## src/rtl/lam_pkg.sv

```systemverilog
package lam_pkg;
  localparam int DW  = 12;  // result / limit width
  localparam int WW  = 16;  // register and word width
  localparam int NCH = 2;   // channels
  localparam int RPC = 3;   // registers per channel: upper, lower, hysteresis

  localparam logic [DW-1:0] HI_RST = '1;
  localparam logic [DW-1:0] LO_RST = '0;
  localparam logic [DW-1:0] HY_RST = DW'(8);

  typedef enum logic [1:0] {
    K_UPPER = 2'd0,
    K_LOWER = 2'd1,
    K_HYST  = 2'd2
  } reg_kind_e;
endpackage

```

## src/rtl/lam_regs.sv

```systemverilog
module lam_regs
  import lam_pkg::*;
#(
  parameter int NC = NCH,
  parameter int AW = $clog2(RPC*NC+1)
) (
  input  logic                   clk_i,
  input  logic                   rst_ni,
  input  logic                   we_i,
  input  logic [AW-1:0]          addr_i,
  input  logic [WW-1:0]          wdata_i,
  output logic [WW-1:0]          rdata_o,
  output logic                   clr_o,
  output logic [NC-1:0][DW-1:0]  hi_o,
  output logic [NC-1:0][DW-1:0]  lo_o,
  output logic [NC-1:0][DW-1:0]  hy_o
);
  localparam int NREG = RPC*NC + 1;
  localparam int PAD  = WW - DW;

  // command: both bit 2 and bit 1 required
  assign clr_o = we_i && (addr_i == '0) && wdata_i[2] && wdata_i[1];

  for (genvar c = 0; c < NC; c++) begin : g_ch
    localparam logic [AW-1:0] A_HI = AW'(1 + RPC*c + int'(K_UPPER));
    localparam logic [AW-1:0] A_LO = AW'(1 + RPC*c + int'(K_LOWER));
    localparam logic [AW-1:0] A_HY = AW'(1 + RPC*c + int'(K_HYST));

    always_ff @(posedge clk_i or negedge rst_ni) begin
      if (!rst_ni) begin
        hi_o[c] <= HI_RST;
        lo_o[c] <= LO_RST;
        hy_o[c] <= HY_RST;
      end else if (we_i) begin
        if (addr_i == A_HI) hi_o[c] <= wdata_i[DW-1:0];
        if (addr_i == A_LO) lo_o[c] <= wdata_i[DW-1:0];
        if (addr_i == A_HY) hy_o[c] <= wdata_i[DW-1:0];
      end
    end

    assert_upper_write_R2: assert property (@(posedge clk_i) disable iff (!rst_ni)
      (we_i && addr_i == A_HI) |=> hi_o[c] == $past(wdata_i[DW-1:0]));
    assert_hyst_write_R2: assert property (@(posedge clk_i) disable iff (!rst_ni)
      (we_i && addr_i == A_HY) |=> hy_o[c] == $past(wdata_i[DW-1:0]));
  end

  always_comb begin
    rdata_o = '0;
    for (int c = 0; c < NC; c++) begin
      if (addr_i == AW'(1 + RPC*c + int'(K_UPPER))) rdata_o = {{PAD{1'b0}}, hi_o[c]};
      if (addr_i == AW'(1 + RPC*c + int'(K_LOWER))) rdata_o = {{PAD{1'b0}}, lo_o[c]};
      if (addr_i == AW'(1 + RPC*c + int'(K_HYST)))  rdata_o = {{PAD{1'b0}}, hy_o[c]};
    end
  end

  if (NREG < (1 << AW)) begin : g_unused
    assert_unused_ignored_R2: assert property (@(posedge clk_i) disable iff (!rst_ni)
      (we_i && addr_i >= AW'(NREG)) |=> ($stable(hi_o) && $stable(lo_o) && $stable(hy_o)));
  end
endmodule

```

## src/rtl/lam_window.sv

```systemverilog
module lam_window
  import lam_pkg::*;
(
  input  logic          clk_i,
  input  logic          rst_ni,
  input  logic          upd_i,
  input  logic          clr_i,
  input  logic [DW-1:0] data_i,
  input  logic [DW-1:0] hi_i,
  input  logic [DW-1:0] lo_i,
  input  logic [DW-1:0] hy_i,
  output logic          hi_nx_o,
  output logic          lo_nx_o,
  output logic          hi_st_o,
  output logic          lo_st_o
);
  logic [DW-1:0] rel_hi, rel_lo;
  logic [DW:0]   lo_sum;

  // saturating release thresholds
  assign rel_hi = (hi_i >= hy_i) ? (hi_i - hy_i) : '0;
  assign lo_sum = {1'b0, lo_i} + {1'b0, hy_i};
  assign rel_lo = lo_sum[DW] ? '1 : lo_sum[DW-1:0];

  always_comb begin
    hi_nx_o = hi_st_o;
    lo_nx_o = lo_st_o;
    if (clr_i) begin
      hi_nx_o = 1'b0;
      lo_nx_o = 1'b0;
    end else if (upd_i) begin
      if (hi_st_o) hi_nx_o = !(data_i <= rel_hi);
      else         hi_nx_o = data_i > hi_i;
      if (lo_st_o) lo_nx_o = !(data_i >= rel_lo);
      else         lo_nx_o = data_i < lo_i;
    end
  end

  always_ff @(posedge clk_i or negedge rst_ni) begin
    if (!rst_ni) begin
      hi_st_o <= 1'b0;
      lo_st_o <= 1'b0;
    end else begin
      hi_st_o <= hi_nx_o;
      lo_st_o <= lo_nx_o;
    end
  end

  assert_hi_set_R3: assert property (@(posedge clk_i) disable iff (!rst_ni)
    $rose(hi_st_o) |-> $past(upd_i && data_i > hi_i));
  assert_hi_release_R4: assert property (@(posedge clk_i) disable iff (!rst_ni)
    $fell(hi_st_o) |-> $past(clr_i || (upd_i &&
      (({1'b0, data_i} + {1'b0, hy_i} <= {1'b0, hi_i}) || data_i == '0))));
  assert_lo_set_R5: assert property (@(posedge clk_i) disable iff (!rst_ni)
    $rose(lo_st_o) |-> $past(upd_i && data_i < lo_i));
  assert_lo_release_R6: assert property (@(posedge clk_i) disable iff (!rst_ni)
    $fell(lo_st_o) |-> $past(clr_i || (upd_i &&
      (({1'b0, data_i} >= {1'b0, lo_i} + {1'b0, hy_i}) || data_i == '1))));
  assert_hold_R7: assert property (@(posedge clk_i) disable iff (!rst_ni)
    (!upd_i && !clr_i) |=> ($stable(hi_st_o) && $stable(lo_st_o)));
endmodule

```

## src/rtl/lam_pack.sv

```systemverilog
module lam_pack
  import lam_pkg::*;
#(
  parameter int CW = 1
) (
  input  logic          clk_i,
  input  logic          rst_ni,
  input  logic          valid_i,
  input  logic [CW-1:0] chan_i,
  input  logic [DW-1:0] data_i,
  input  logic          flag_i,
  output logic [WW-1:0] word_o
);
  localparam int ZW = WW - 1 - CW - DW;

  always_ff @(posedge clk_i or negedge rst_ni) begin
    if (!rst_ni)      word_o <= '0;
    else if (valid_i) word_o <= {flag_i, {ZW{1'b0}}, chan_i, data_i};
  end

  assert_word_layout_R8: assert property (@(posedge clk_i) disable iff (!rst_ni)
    valid_i |=> (word_o[DW +: CW] == $past(chan_i)) && (word_o[DW-1:0] == $past(data_i))
                && (word_o[WW-2 -: ZW] == '0));
endmodule

```

## src/rtl/limit_alert_monitor.sv

```systemverilog
module limit_alert_monitor
  import lam_pkg::*;
(
  input  logic          clk_i,
  input  logic          rst_ni,
  input  logic          res_valid_i,
  input  logic          res_chan_i,
  input  logic [11:0]   res_data_i,
  input  logic          reg_we_i,
  input  logic [2:0]    reg_addr_i,
  input  logic [15:0]   reg_wdata_i,
  output logic [15:0]   reg_rdata_o,
  output logic          alert_o,
  output logic [15:0]   result_word_o,
  output logic [3:0]    status_o
);
  localparam int CW = $clog2(NCH);
  localparam int AW = $clog2(RPC*NCH+1);

  logic                   clr;
  logic [NCH-1:0][DW-1:0] hi, lo, hy;
  logic [2*NCH-1:0]       st_nx;

  lam_regs #(.NC(NCH), .AW(AW)) u_regs (
    .clk_i   (clk_i),
    .rst_ni  (rst_ni),
    .we_i    (reg_we_i),
    .addr_i  (reg_addr_i),
    .wdata_i (reg_wdata_i),
    .rdata_o (reg_rdata_o),
    .clr_o   (clr),
    .hi_o    (hi),
    .lo_o    (lo),
    .hy_o    (hy)
  );

  for (genvar c = 0; c < NCH; c++) begin : g_win
    lam_window u_win (
      .clk_i   (clk_i),
      .rst_ni  (rst_ni),
      .upd_i   (res_valid_i && (res_chan_i == CW'(c))),
      .clr_i   (clr),
      .data_i  (res_data_i),
      .hi_i    (hi[c]),
      .lo_i    (lo[c]),
      .hy_i    (hy[c]),
      .hi_nx_o (st_nx[2*c]),
      .lo_nx_o (st_nx[2*c+1]),
      .hi_st_o (status_o[2*c]),
      .lo_st_o (status_o[2*c+1])
    );
  end

  always_ff @(posedge clk_i or negedge rst_ni) begin
    if (!rst_ni) alert_o <= 1'b0;
    else         alert_o <= |st_nx;
  end

  lam_pack #(.CW(CW)) u_pack (
    .clk_i   (clk_i),
    .rst_ni  (rst_ni),
    .valid_i (res_valid_i),
    .chan_i  (res_chan_i),
    .data_i  (res_data_i),
    .flag_i  (|st_nx),
    .word_o  (result_word_o)
  );

  assert_clear_R10: assert property (@(posedge clk_i) disable iff (!rst_ni)
    clr |=> (!alert_o && status_o == '0));
  assert_alert_or_R11: assert property (@(posedge clk_i) disable iff (!rst_ni)
    alert_o == (|status_o));
  assert_flag_any_R9: assert property (@(posedge clk_i) disable iff (!rst_ni)
    res_valid_i |=> result_word_o[WW-1] == (|status_o));
endmodule

```

## config.mk

```make
export PLATFORM = sky130hd
export DESIGN_NAME = limit_alert_monitor
export DESIGN_NICKNAME = d
export VERILOG_FILES = /design/src/rtl/lam_pkg.sv /design/src/rtl/lam_regs.sv /design/src/rtl/lam_window.sv /design/src/rtl/lam_pack.sv /design/src/rtl/limit_alert_monitor.sv
export SDC_FILE = /design/constraint.sdc
export NUM_CORES = 1
export LEC_CHECK = 0
export BUFFER_PORTS_ARGS = -buffer_cell sky130_fd_sc_hd__buf_4
export CORE_MARGIN = 8
export CORE_UTILIZATION = 45
export DETAILED_ROUTE_END_ITERATION = 7
export PLACE_DENSITY = 0.65
export SLEW_MARGIN = 20
export SYNTH_ARGS = -nofsm -noshare
export SYNTH_HDL_FRONTEND = slang
export SYNTH_SLANG_ARGS = --single-unit
```

## constraint.sdc

```tcl
create_clock -name clk_i -period 4.1 [get_ports clk_i]
set_input_delay 0.205 -clock clk_i [delete_from_list [all_inputs] [get_ports clk_i]]
set_output_delay 0.205 -clock clk_i [all_outputs]
set_load 0.01 [all_outputs]
```

==> results.tsv <==
stage	metric	value	unit
hold_path	worstHoldStart	reg_wdata_i[10]	
clock_tree	cts.clk_slew.worst_paths	0.07	ns
finish	nets	1265	
placement	place_hpwl	20.66	mm
clock_tree	cts_tree	yes	
detailed_routing	vias	7816	
sta	tightestPinTransition	0.9570	ns
finish	insertedDiodeCount	0	
detailed_routing	viasPerCell	5.777	
finish	final_common_cell	ha_1	
detailed_routing	route.detailed.drc	0	
sta	period_minus_slack	4.098	ns
global_routing	overflow	0	
sta	slew_headroom	35.86	%
global_routing	globalRoute.busiestLayer	met2	
status	status	complete, no violations	
placement	dpl_cell_area	9532	um^2
floorplan	start_util	45.42	%
clock_tree	worstSkewPairLatency	0.36	ns
placement	io_buffers	62	
synth	synth_flop_cell	dfrtp_1	
global_routing	grt_pass1_vias	7466	
synth	async_reset_ff_share	100.0	%
floorplan	ioPinCount	73	
worst_setup_path	timing.rr.start	u_regs.hy_o[12]$_DFFE_PN0P_	
power_and_ir_drop	total_leakage_power	4.638	nW
sta	maxSlewViolCount	0	
global_routing	met3_usage	4.078	%
hold_path	worstHoldEndpoint	u_regs.hi_o[22]$_DFFE_PN1P_	
detailed_routing	first_pass_iters	6	
clock_tree	cts_buffers	9	
finish	drive_gt1_share	20.04	%
sta	rsz0062_at_grt	true	
worst_setup_path	r2r_slack	0.002	ns
clock_tree	cts-root-buf	clkbuf_16	
floorplan	coreArea	19270	um^2
worst_setup_path	worst_r2r_endpoint	u_pack.word_o[15]$_DFFE_PN0P_	
power_and_ir_drop	finalPower	5.730	mW
synth	synthCells	1020	
finish	fin_util	51.86	%
run	cap_violations	0	
sta	setup_viol	0	
synth	synth-edff-count	0	
global_routing	antenna_found_initial	0	
global_routing	grt.total_usage	22.30	%
detailed_routing	ant_nets	0	
worst_setup_path	worstRegToRegCells	17	
finish	layout_common_cells	ha_1 (141), nand2_1 (98), o21ai_0 (91)	
synth	synth_area	8753	um^2
clock_tree	htree_levels	3	
placement	place_ws	-0.05064	ns
sta	fin_ws	0.002376	ns
power_and_ir_drop	powerDensity	573.3	nW/um^2
worst_setup_path	critPathCaptureType	flip-flop	
hold_path	hold_depth	3	
detailed_routing	routed_wl	26.91	mm
floorplan	die_x	155.5	um
placement	place_congestion	0.8886	
sta	finalHoldViolCount	0	
global_routing	globalRouteMet1Util	30.44	%
floorplan	rows	51	
synth	yosysUniqueCellTypes	79	
global_routing	grt_util_met2	35.76	%
power_and_ir_drop	vdd_drop_max	0.2606	mV
detailed_routing	wl_per_cell	19.89	um
sta	max_freq	0.2440	GHz
floorplan	die_h	155.5	um
worst_setup_path	cp-startpoint	u_regs.hy_o[12]$_DFFE_PN0P_	
sta	finalClockSkew	0.009234	ns
detailed_routing	drt_iter0_markers	514	
global_routing	grt_pass1_wl	42.02	mm
clock_tree	cts.path.max_buffers	2	
finish	syn_to_final_growth	14.18	%
clock_tree	clock_sinks	91	
hold_path	hold_class	input port to flip-flop	
synth	synth_seq_area_share	26.39	%
worst_setup_path	worstPathArrival	4.37	ns
synth	syn-mean-instance-area	8.582	um^2
finish	fill_cells	1865	
synth	synth_warnings	0	
worst_setup_path	path_class	flip-flop to flip-flop	
worst_setup_path	crit_fanout	2	
worst_setup_path	crit_required	4.37	ns
finish	final_cell_area	9995	um^2
floorplan	die-area	24170	um^2
global_routing	grt_max_degree	58	
worst_setup_path	cp-start-kind	flip-flop	
synth	synth-seq-cells	91	
sta	period_share	99.94	%
==> sequential cells by signal (all words and copies together) (netlist names) <==
signal / flops
u_regs.hi_o: 24
u_regs.lo_o: 24
u_regs.hy_o: 24
alert_o: 1
g_win.u_win.hi_st_o: 2
u_pack.word_o: 14
g_win.u_win.lo_st_o: 2
==> where the power goes <==
part,internal [mW],switching [mW]
sequential,1.13,0.216
clock,0.603,0.396
combinational,1.52,1.87
total,3.25,2.48
==> cell type report <==
type                            count  area (um^2)  share of cell area, %
Multi-Input combinational cell    801         5983                  59.86
Clock buffer                        9        225.2                  2.253
Sequential cell                    91         2311                  23.12
Tap cell                          265        331.6                  3.317
Inverter                           90        337.8                  3.380
Clock inverter                      7        123.9                  1.239
Timing Repair Buffer               90        681.9                  6.823
==> cells by family after synthesis <==
kind of cell	synth area share (%)
other cells	0.04284
mux	6.675
simple gates	15.07
flops	26.39
compound gates	21.93
fa+ha+maj	21.21
xor+xnor	2.401
buf+inv	6.289
==> per-stage QoR <==
step | cells | hold slack (ns) | setup TNS [ns]
CTS | 1349 | 0.1104 | 0
global route | 1353 | 0.1202 | -0.2043
detailed placement | 1331 | 0.3232 | -0.06536
global placement | 1331 | 0.3193 | 0
finish | 1353 | 0.1106 | 0
floorplan | 1025 | -0.09059 | 0
==> worst max-delay path, stage by stage, from the launching register on <==
cell and delay (ns):
dfrtp_1 0.39, ha_2 0.20, fa_2 0.35, a21o_1 0.20, a21oi_2 0.21, o21ai_2 0.10, a21oi_2 0.14, o21ai_2 0.09
o41a_1 0.34, or2_1 0.22, ha_1 0.27, nand2b_4 0.15, a2111oi_4 0.31, nor3_2 0.08, o41ai_2 0.37, o2111ai_1 0.18
and4bb_1 0.25, a31oi_1 0.16
==> worst max path at each step <==
stage	end	slack, ns	cells after the start
after floorplan	u_pack.word_o[15]$_DFFE_PN0P_	0.25	19
after global placement	u_pack.word_o[15]$_DFFE_PN0P_	0.02	18
after detailed placement	u_pack.word_o[15]$_DFFE_PN0P_	-0.05	18
after CTS	u_pack.word_o[15]$_DFFE_PN0P_	0.03	18
after global routing	u_pack.word_o[15]$_DFFE_PN0P_	-0.15	17
final	u_pack.word_o[15]$_DFFE_PN0P_	0.002	17
==> cells in the mapped netlist (3+ instances only) <==
library cell,instances,area [um^2]
fa_1,4,80.08
buf_1,5,18.77
buf_2,5,25.02
or3_1,5,31.28
a21oi_2,3,26.28
o31ai_1,4,30.03
nand2b_1,12,75.07
inv_1,90,337.8
nand4_1,19,118.9
o21bai_1,7,52.55
o21a_1,8,60.06
o211ai_1,11,82.58
a21oi_1,84,420.4
ha_1,142,1777
mux2_2,51,574.3
o21ai_1,11,55.05
nor3_1,15,75.07
nand3_1,26,130.1
nor2_1,48,180.2
nor3b_1,3,22.52
a2111oi_0,3,26.28
and3_1,4,25.02
nand2_1,98,367.9
nand3b_1,3,22.52
dfrtp_1,65,1627
a31oi_1,4,25.02
nand4b_1,3,26.28
a211o_1,4,35.03
o22ai_1,13,81.33
o2111ai_1,4,35.03
xnor2_1,16,140.1
a311oi_1,3,26.28
a211oi_1,5,37.54
buf_4,10,75.07
o21ai_0,91,455.4
clkbuf_1,22,82.58
xor2_1,8,70.07
dfstp_2,26,683.2
a21o_1,22,165.2
nor2b_1,14,87.58
==> what timing repair did <==
action                                  CTS  global route
gates resized for setup                   3            14
buffers inserted                          1             4
pin swaps                                 4            13
hold endpoints to repair                 38             0
endpoints found under the setup margin    2             3
hold buffers                              1             0
==> metal layers <==
layer	routed length [um]	part of all wire, %	up-vias
met5	0	0	-
met3	1781	6.6	42
met1	12360	46	3727
li1	-	-	3807
met4	532	2.0	0
met2	12240	45	240
Power figures use the tool's default switching activity.
